### src/rtl/cam_pkg.sv
package cam_pkg;
  // Host write select codes
  typedef enum logic [1:0] {
    WSEL_SRAM = 2'd0,
    WSEL_PGA  = 2'd1,
    WSEL_PGB  = 2'd2,
    WSEL_SLC  = 2'd3
  } wsel_e;

  // Decoded target of a linear address
  typedef enum logic [2:0] {
    RG_INT  = 3'd0,
    RG_SRAM = 3'd1,
    RG_PGA  = 3'd2,
    RG_PGB  = 3'd3,
    RG_SLC  = 3'd4
  } region_e;
endpackage

### src/rtl/cam_lin_gen.sv
module cam_lin_gen #(
  parameter int unsigned SEG_W  = 16,
  parameter int unsigned OFS_W  = 16,
  parameter int unsigned LIN_AW = 20
) (
  input  logic [SEG_W-1:0]  seg,
  input  logic [OFS_W-1:0]  ofs,
  output logic [LIN_AW-1:0] lin
);
  localparam int unsigned SHIFT = LIN_AW - SEG_W;

  logic [LIN_AW-1:0] seg_scaled;
  logic [LIN_AW-1:0] ofs_ext;

  always_comb begin
    seg_scaled = {seg, {SHIFT{1'b0}}};
    ofs_ext    = LIN_AW'(ofs);
    lin        = seg_scaled + ofs_ext;  // carry out of the top bit is dropped
  end
endmodule

### src/rtl/cam_bank_regs.sv
module cam_bank_regs #(
  parameter int unsigned BANK_W = 10,
  parameter int unsigned SLC_W  = 6
) (
  input  logic              clk,
  input  logic              rst_n,
  input  logic              wr_en,
  input  logic [1:0]        wr_sel,
  input  logic [BANK_W-1:0] wr_data,
  output logic [BANK_W-1:0] bank_sram,
  output logic [BANK_W-1:0] bank_pga,
  output logic [BANK_W-1:0] bank_pgb,
  output logic [SLC_W-1:0]  bank_slc
);
  localparam int unsigned NREG = 4;

  logic [BANK_W-1:0] q_r [NREG];
  logic [BANK_W-1:0] q_d [NREG];
  logic              ce  [NREG];

  for (genvar g = 0; g < NREG; g++) begin : g_reg
    always_comb begin
      ce[g]  = wr_en && (wr_sel == 2'(g));
      q_d[g] = ce[g] ? wr_data : q_r[g];
    end

    always_ff @(posedge clk or negedge rst_n) begin
      if (!rst_n) q_r[g] <= '1;
      else        q_r[g] <= q_d[g];
    end
  end

  assign bank_sram = q_r[cam_pkg::WSEL_SRAM];
  assign bank_pga  = q_r[cam_pkg::WSEL_PGA];
  assign bank_pgb  = q_r[cam_pkg::WSEL_PGB];
  assign bank_slc  = q_r[cam_pkg::WSEL_SLC][SLC_W-1:0];
endmodule

### src/rtl/cam_region_decode.sv
module cam_region_decode #(
  parameter int unsigned LIN_AW = 20
) (
  input  logic [LIN_AW-1:0]      lin,
  output cam_pkg::region_e       region
);
  import cam_pkg::*;
  localparam int unsigned NIB_W = LIN_AW - 16;

  logic [NIB_W-1:0] page;

  always_comb begin
    page = lin[LIN_AW-1:16];
    if (page == NIB_W'(0))      region = RG_INT;
    else if (page == NIB_W'(1)) region = RG_SRAM;
    else if (page == NIB_W'(2)) region = RG_PGA;
    else if (page == NIB_W'(3)) region = RG_PGB;
    else                        region = RG_SLC;
  end
endmodule

### src/rtl/cam_phys_mux.sv
module cam_phys_mux #(
  parameter int unsigned LIN_AW = 20,
  parameter int unsigned PHY_AW = 26,
  parameter int unsigned BANK_W = 10,
  parameter int unsigned SLC_W  = 6
) (
  input  cam_pkg::region_e   region,
  input  logic [LIN_AW-1:0]  lin,
  input  logic [BANK_W-1:0]  bank_sram,
  input  logic [BANK_W-1:0]  bank_pga,
  input  logic [BANK_W-1:0]  bank_pgb,
  input  logic [SLC_W-1:0]   bank_slc,
  output logic [PHY_AW-1:0]  phys,
  output logic               rom_sel,
  output logic               sram_sel
);
  import cam_pkg::*;

  always_comb begin
    phys     = '0;
    rom_sel  = 1'b0;
    sram_sel = 1'b0;
    unique case (region)
      RG_SRAM: begin
        sram_sel = 1'b1;
        phys     = PHY_AW'({bank_sram, lin[15:0]});
      end
      RG_PGA: begin
        rom_sel = 1'b1;
        phys    = PHY_AW'({bank_pga, lin[15:0]});
      end
      RG_PGB: begin
        rom_sel = 1'b1;
        phys    = PHY_AW'({bank_pgb, lin[15:0]});
      end
      RG_SLC: begin
        rom_sel = 1'b1;
        phys    = PHY_AW'({bank_slc, lin});
      end
      default: begin
        phys = '0;
      end
    endcase
  end
endmodule

### src/rtl/cart_addr_mapper.sv
module cart_addr_mapper #(
  parameter int unsigned SEG_W  = 16,
  parameter int unsigned OFS_W  = 16,
  parameter int unsigned LIN_AW = 20,
  parameter int unsigned PHY_AW = 26
) (
  input  logic                     clk,
  input  logic                     rst_n,
  input  logic [SEG_W-1:0]         seg_i,
  input  logic [OFS_W-1:0]         ofs_i,
  input  logic                     wr_en_i,
  input  logic [1:0]               wr_sel_i,
  input  logic [PHY_AW-16-1:0]     wr_data_i,
  output logic [LIN_AW-1:0]        lin_addr_o,
  output logic [PHY_AW-1:0]        phys_addr_o,
  output logic                     rom_sel_o,
  output logic                     sram_sel_o
);
  localparam int unsigned BANK_W = PHY_AW - 16;
  localparam int unsigned SLC_W  = PHY_AW - LIN_AW;

  // rst_n is expected to be released synchronously by the reset tree
  cam_pkg::region_e  region;
  logic [BANK_W-1:0] bank_sram;
  logic [BANK_W-1:0] bank_pga;
  logic [BANK_W-1:0] bank_pgb;
  logic [SLC_W-1:0]  bank_slc;

  cam_lin_gen #(.SEG_W(SEG_W), .OFS_W(OFS_W), .LIN_AW(LIN_AW)) u_lin (
    .seg (seg_i),
    .ofs (ofs_i),
    .lin (lin_addr_o)
  );

  cam_bank_regs #(.BANK_W(BANK_W), .SLC_W(SLC_W)) u_regs (
    .clk       (clk),
    .rst_n     (rst_n),
    .wr_en     (wr_en_i),
    .wr_sel    (wr_sel_i),
    .wr_data   (wr_data_i),
    .bank_sram (bank_sram),
    .bank_pga  (bank_pga),
    .bank_pgb  (bank_pgb),
    .bank_slc  (bank_slc)
  );

  cam_region_decode #(.LIN_AW(LIN_AW)) u_dec (
    .lin    (lin_addr_o),
    .region (region)
  );

  cam_phys_mux #(.LIN_AW(LIN_AW), .PHY_AW(PHY_AW), .BANK_W(BANK_W), .SLC_W(SLC_W)) u_mux (
    .region    (region),
    .lin       (lin_addr_o),
    .bank_sram (bank_sram),
    .bank_pga  (bank_pga),
    .bank_pgb  (bank_pgb),
    .bank_slc  (bank_slc),
    .phys      (phys_addr_o),
    .rom_sel   (rom_sel_o),
    .sram_sel  (sram_sel_o)
  );
endmodule

### config.mk
export PLATFORM = sky130hd
export DESIGN_NAME = cart_addr_mapper
export DESIGN_NICKNAME = d
export VERILOG_FILES = /design/src/rtl/cam_pkg.sv /design/src/rtl/cam_lin_gen.sv /design/src/rtl/cam_bank_regs.sv /design/src/rtl/cam_region_decode.sv /design/src/rtl/cam_phys_mux.sv /design/src/rtl/cart_addr_mapper.sv
export SDC_FILE = /design/constraint.sdc
export NUM_CORES = 1
export LEC_CHECK = 0
export BUFFER_PORTS_ARGS = -buffer_cell sky130_fd_sc_hd__buf_2
export CAP_MARGIN = 10
export CORE_AREA = 2 2 86 88
export DETAILED_ROUTE_END_ITERATION = 6
export DIE_AREA = 0 0 88 90
export HOLD_SLACK_MARGIN = 0.06
export PLACE_DENSITY_LB_ADDON = 0.25
export SYNTH_ARGS = -nofsm -noshare
export SYNTH_HDL_FRONTEND = slang
export SYNTH_SLANG_ARGS = --single-unit
export TNS_END_PERCENT = 30
### constraint.sdc
create_clock -name clk -period 2.4 [get_ports clk]
set_input_delay 0 -clock clk [delete_from_list [all_inputs] [get_ports clk]]
set_output_delay 0 -clock clk [all_outputs]
set_load 0.01 [all_outputs]
# Word-level counts from Yosys, hierarchy flattened

Cells that the tools add are included.

Flip-flop bits (word level): 36
Bits of input ports: 47
RAM bits: 0
Memories: 0
Bits in read-only memories: 0
Bits in latches: 0

Add/sub/neg operators: 1
Divide/modulo/power cells: 0
$mul: 0
$lt $le $gt $ge: 0
Equal/unequal tests: 10
Bitwise logic cells: 0
Multiplexer cells: 7
Shift operators: 0
Reductions and logical operators: 7

Operators with widths:

| cell                 | number |
|---|---|
| $pmux W26 S4         | 1 |
| $add A20 B16 Y20     | 1 |
| $mux W3              | 4 |
| $eq A4 B2 Y1 const B | 2 |
| $eq A3 B2 Y1 const B | 2 |
| $eq A2 B2 Y1 const B | 2 |
| $eq A4 B1 Y1 const B | 1 |
| $logic_and A1 B1 Y1  | 4 |
| $logic_not A4 Y1     | 1 |
| $eq A3 B1 Y1 const B | 1 |
| $eq A3 B3 Y1 const B | 1 |
| $reduce_or A3 Y1     | 1 |
| $eq A2 B1 Y1 const B | 1 |
| $logic_not A2 Y1     | 1 |
| $mux W1              | 2 |

# Depth between registers and ports, before layout

Depth after elaboration: 9
Depth in mapped cells: 12

# Cells and area by module

A second synthesis with hierarchy kept.

Cell total of the unflattened synthesis: 263
Area, all modules: 2,997.9 um^2

By module, submodules not included:

| module            | cells an instance | area an instance (um^2) | times used | seq. area each (um^2) |
|---|---|---|---|---|
| cam_bank_regs     | 79                | 1,492.7                 | 1          | 945.9 |
| cam_lin_gen       | 108               | 820.8                   | 1          | 0.0 |
| cam_phys_mux      | 73                | 663.1                   | 1          | 0.0 |
| cam_region_decode | 3                 | 21.3                    | 1          | 0.0 |

# Worst setup path after synthesis

OpenSTA, ideal clock, no wires.

Path type: input to output
Start point: input port seg_i[0]
End point: output port phys_addr_o[0]
Required time: 2.400 ns
Arrival time: 2.269 ns
Stages on the path: 12
Path buffers: 1
Path slack: 0.131 ns
Cell sequence: ha_1 -> inv_1 -> fa_1 -> nor2b_1 -> o31a_1 -> o211ai_1 -> a21oi_1 -> xnor2_1 -> inv_2 -> nor4_4 -> buf_6 -> nor2b_2

Word-level cells in the longest chain between the ends: 8

Ends and longest elaborated chain:

| element                              | line                    | text |
|---|---|---|
| start: declaration                   | cart_addr_mapper.sv:9   | `input logic [SEG_W-1:0] seg_i,` |
| $add A20 B16 Y20 *                   | cam_lin_gen.sv:18       | `lin = seg_scaled + ofs_ext;` |
| via lin_addr_o[18]                   | cart_addr_mapper.sv:14  | `output logic [LIN_AW-1:0] lin_addr_o,` |
| $eq A4 B2 Y1                         | cam_region_decode.sv:17 | `else if (page == NIB_W'(3)) region = RG_PGB;` |
| $mux W3                              | cam_region_decode.sv:17 |  |
| $mux W3                              | cam_region_decode.sv:16 | `else if (page == NIB_W'(2)) region = RG_PGA;` |
| $mux W3                              | cam_region_decode.sv:15 | `else if (page == NIB_W'(1)) region = RG_SRAM;` |
| $mux W3 *                            | cam_region_decode.sv:14 | `if (page == NIB_W'(0)) region = RG_INT;` |
| $eq A3 B3 Y1 (tied with other cells) | cam_phys_mux.sv:23      | `unique case (region)` |
| $pmux W26 S4 *                       | cam_phys_mux.sv:23      |  |
| end: declaration                     | cart_addr_mapper.sv:15  | `output logic [PHY_AW-1:0] phys_addr_o,` |

Mark *: on every way through the listed nets, which the timed path passes. The rest lies on a longest branch.

# Worst setup path in the final report

Start point: input port ofs_i[4]
End point: output port phys_addr_o[25]

Word-level cells in the longest chain between the ends: 8

Ends and longest elaborated chain:

| element                              | line                    | text |
|---|---|---|
| start: declaration                   | cart_addr_mapper.sv:10  | `input logic [OFS_W-1:0] ofs_i,` |
| $add A20 B16 Y20 *                   | cam_lin_gen.sv:18       |  |
| $eq A4 B2 Y1                         | cam_region_decode.sv:17 |  |
| $mux W3                              | cam_region_decode.sv:17 |  |
| $mux W3                              | cam_region_decode.sv:16 |  |
| $mux W3                              | cam_region_decode.sv:15 |  |
| $mux W3 *                            | cam_region_decode.sv:14 |  |
| $eq A3 B3 Y1 (tied with other cells) | cam_phys_mux.sv:23      |  |
| $pmux W26 S4 *                       | cam_phys_mux.sv:23      |  |

Mark *: on every way between the ends. The rest lies on a longest branch, timed or not.

==> results.yml <==
drt:
  topRoutingLayerUsed: "met4"
  drt_wl_total_mm: 6.76
  first_iter_violations: 62
  drt-met1-wl_mm: 2.73
  drt-wirelength-per-cell_um: 14.3
  vias_per_cell: 4.93
  wl_met2_mm: 3.61
  wl_met3_um: 320
  num_vias: 2330
  route.detailed.drc: 0
  dr.pass1.iters: 4
  drtAntennaViolNets: 0
sta:
  fin_tns_setup_ns: 0
  hold_violations: 0
  tightest_slew_ns: 0.765
  drv_slew: 0
  setup_slack_ns: 0.0616
  rsz0062_at_grt: "true"
  fin_crit_ns: 2.34
  skew_ns: 0
  slew_headroom_pct: 49.0
  clock.fmax_mhz: 428
  post-route-period-util_pct: 97.4
  setup-violations-final: 0
clock_tree:
  cts-root-buf: "clkbuf_8"
  insertion_delay_ns: 0.30
  numCtsBuffers: 5
  cts_sinks: 36
  htree_levels: 2
  clkTransAtPathRegs_ns: 0.08
  clockBufferDepth: 2
  cts_tree: "done"
grt:
  grt_pass1_wl_mm: 10.4
  grtUsageTotal_pct: 16.6
  grt_pass1_vias: 2267
  grt_max_degree: 37
  grt_overflow: 0
  antenna_found_initial: 0
floorplan:
  die_area_mm2: 0.00792
  num_rows: 31
  initial_core_util_pct: 37.6
  dieWidth_um: 88
  coreArea_mm2: 0.00702
  ios: 95
  die_y_um: 90
synthesis:
  syn-num-nets: 306
  synth_edf_count: 0
  synthCells: 246
  yosys.area.top_type: "dfstp_2"
  synth_top_area_share_pct: 35.8
  synth_area_mm2: 0.00264
  synth_warnings: 0
  syn-mean-instance-area_um2: 10.7
  synthArstFlopShare_pct: 100
  yosys-top-cells-area: "dfstp_2, mux2_2, ha_1, mux2i_1, nor2b_2"
  ys.flop_type: "dfstp_2"
  synth_seq_cells: 36
  synth_seq_area_share_pct: 35.8
  ys_types: 50
power_and_ir_drop:
  p_leak_uw: 0.00170
  powerDensity_mw_per_mm2: 629
  peakVddDrop_uv: 750
  p_total_uw: 2380
place:
  hpwl_mm: 5.00
  globalplace.congestion: 0.825
  numPortBuffers: 94
  dp_cells: 450
  pre_cts_slack_ns: -0.0420
  postPlaceCellArea_mm2: 0.00336
worst_setup_path:
  end_kind: "output port"
  cp-start-kind: "primary input"
  critPathRequiredTime_ns: 2.40
  crit_arrival_ns: 2.34
  path_max_fanout: 6
  critical_path_class: "in2out"
run_status:
  status: "finished, final reports clean"
final_layout:
  stdcell_count: 473
  nFillCells: 650
  syn_to_final_growth_pct: 43.2
  post-route-cell-area_mm2: 0.00378
  drive_above_1_share_pct: 65.8
  nets: 433
  n_antenna_cell: 0
flow_run:
  drv_cap: 0
min_path:
  hold_class: "in2async"
[cells by family (layout without fill, tap and decap cells)]
logic type	Yosys count	after routing	share of synthesized area (%)
AO/OA/AOI/OAI	53	53	14.7
AND/OR/NAND/NOR	61	61	13.8
multiplexers	52	52	21.7
adder cells (fa/ha/maj)	13	13	6.45
flip-flops	36	36	35.8
XOR/XNOR	9	9	3.27
buffers and inverters	22	150	4.17
[cells in the final DEF (no fill, tap or decap), types with 10 or more instances in the layout]
master / instances
buf_2: 86
mux2_2: 36
dfstp_2: 36
buf_4: 23
buf_6: 13
nand3_1: 12
a21oi_1: 10
nand2_1: 10
mux2i_1: 10
dlygate4sd3_1: 10
[worst paths after layout]
check                                    start                   to  slack (ns)  cells after the start
min                                      rst_n  u_regs.bank_sram[8]        0.16                      1
max                                   ofs_i[4]      phys_addr_o[25]        0.06                     14
min in group clk                      ofs_i[1]        lin_addr_o[1]        0.19                      2
max in group asynchronous                rst_n  u_regs.bank_sram[6]        2.19                      1
min reg2reg                u_regs.bank_sram[7]  u_regs.bank_sram[7]        0.62                      1
max reg2reg                u_regs.bank_sram[3]  u_regs.bank_sram[3]        1.67                      1
[report_power, final]
group	leakage [uW]	total (uW)	internal, uW	switching (uW)
Combinational	0.00127	980	526	454
Clock	0.0000541	535	307	228
Sequential	0.000378	863	805	57.6
Total	0.00170	2380	1640	740
[critical path, cell delays in order]
cell,delay [ns]
buf_6,0.10
ha_4,0.15
inv_2,0.05
fa_2,0.20
nor2b_2,0.04
o31a_1,0.30
buf_6,0.13
o21a_1,0.20
o311ai_4,0.40
buf_4,0.18
buf_6,0.12
o21ai_2,0.06
mux2_4,0.27
buf_6,0.13
[synth_stat cells, drive strengths merged, types with 2 or more instances]
| cell type | instances |
|---|---|
| a211oi | 2 |
| a21boi | 2 |
| a21o | 4 |
| a21oi | 11 |
| and3 | 2 |
| buf | 10 |
| clkbuf | 3 |
| dfstp | 36 |
| ha | 12 |
| inv | 9 |
| mux2 | 42 |
| mux2i | 10 |
| nand2 | 10 |
| nand3 | 13 |
| nand3b | 2 |
| nor2 | 11 |
| nor2b | 16 |
| nor3 | 2 |
| nor3b | 2 |
| o211a | 2 |
| o211ai | 5 |
| o21a | 6 |
| o21ai | 11 |
| o311ai | 3 |
| xnor2 | 6 |
| xor2 | 3 |
[state kept, by name, summed over array words and instances, names as in the netlist]
signal,flops
u_regs.bank_pga,10
u_regs.bank_pgb,10
u_regs.bank_sram,10
u_regs.bank_slc,6
[timing repair]
action / 4_1_cts / 5_1_grt
setup endpoints to repair: 23 / 26
gates resized for setup: 3 / 39
endpoints found under the hold margin: 36 / 0
hold buffers: 10 / 0
pin swaps: 0 / 14
setup buffers: 0 / 4
gates cloned: 0 / 1
[routing by layer]
metal / vias to the layer above / track usage [%]
met5: - / 0
met4: 0 / 5.38
met3: 7 / 2.85
met2: 65 / 30.6
met1: 1109 / 18.8
li1: 1149 / -
[per-stage QoR]
stage / hold slack [ns] / util [%]
finish: 0.164 / 53.8
global route: 0.205 / 53.8
CTS: 0.195 / 51.0
detailed placement: 0.195 / 47.8
global placement: 0.193 / 47.8
floorplan: -0.148 / -
[layout make-up]
cell class	instances	area (um^2)	area share [%]
sequential	36	946	25.0
timing repair buffer	133	870	23.0
tap	99	124	3.28
clock inverter	3	42.5	1.13
clock buffer	5	68.8	1.82
multi-input combinational	188	1700	44.9
inverter	9	33.8	0.894
Note: power is estimated with default switching activity, not from simulation.
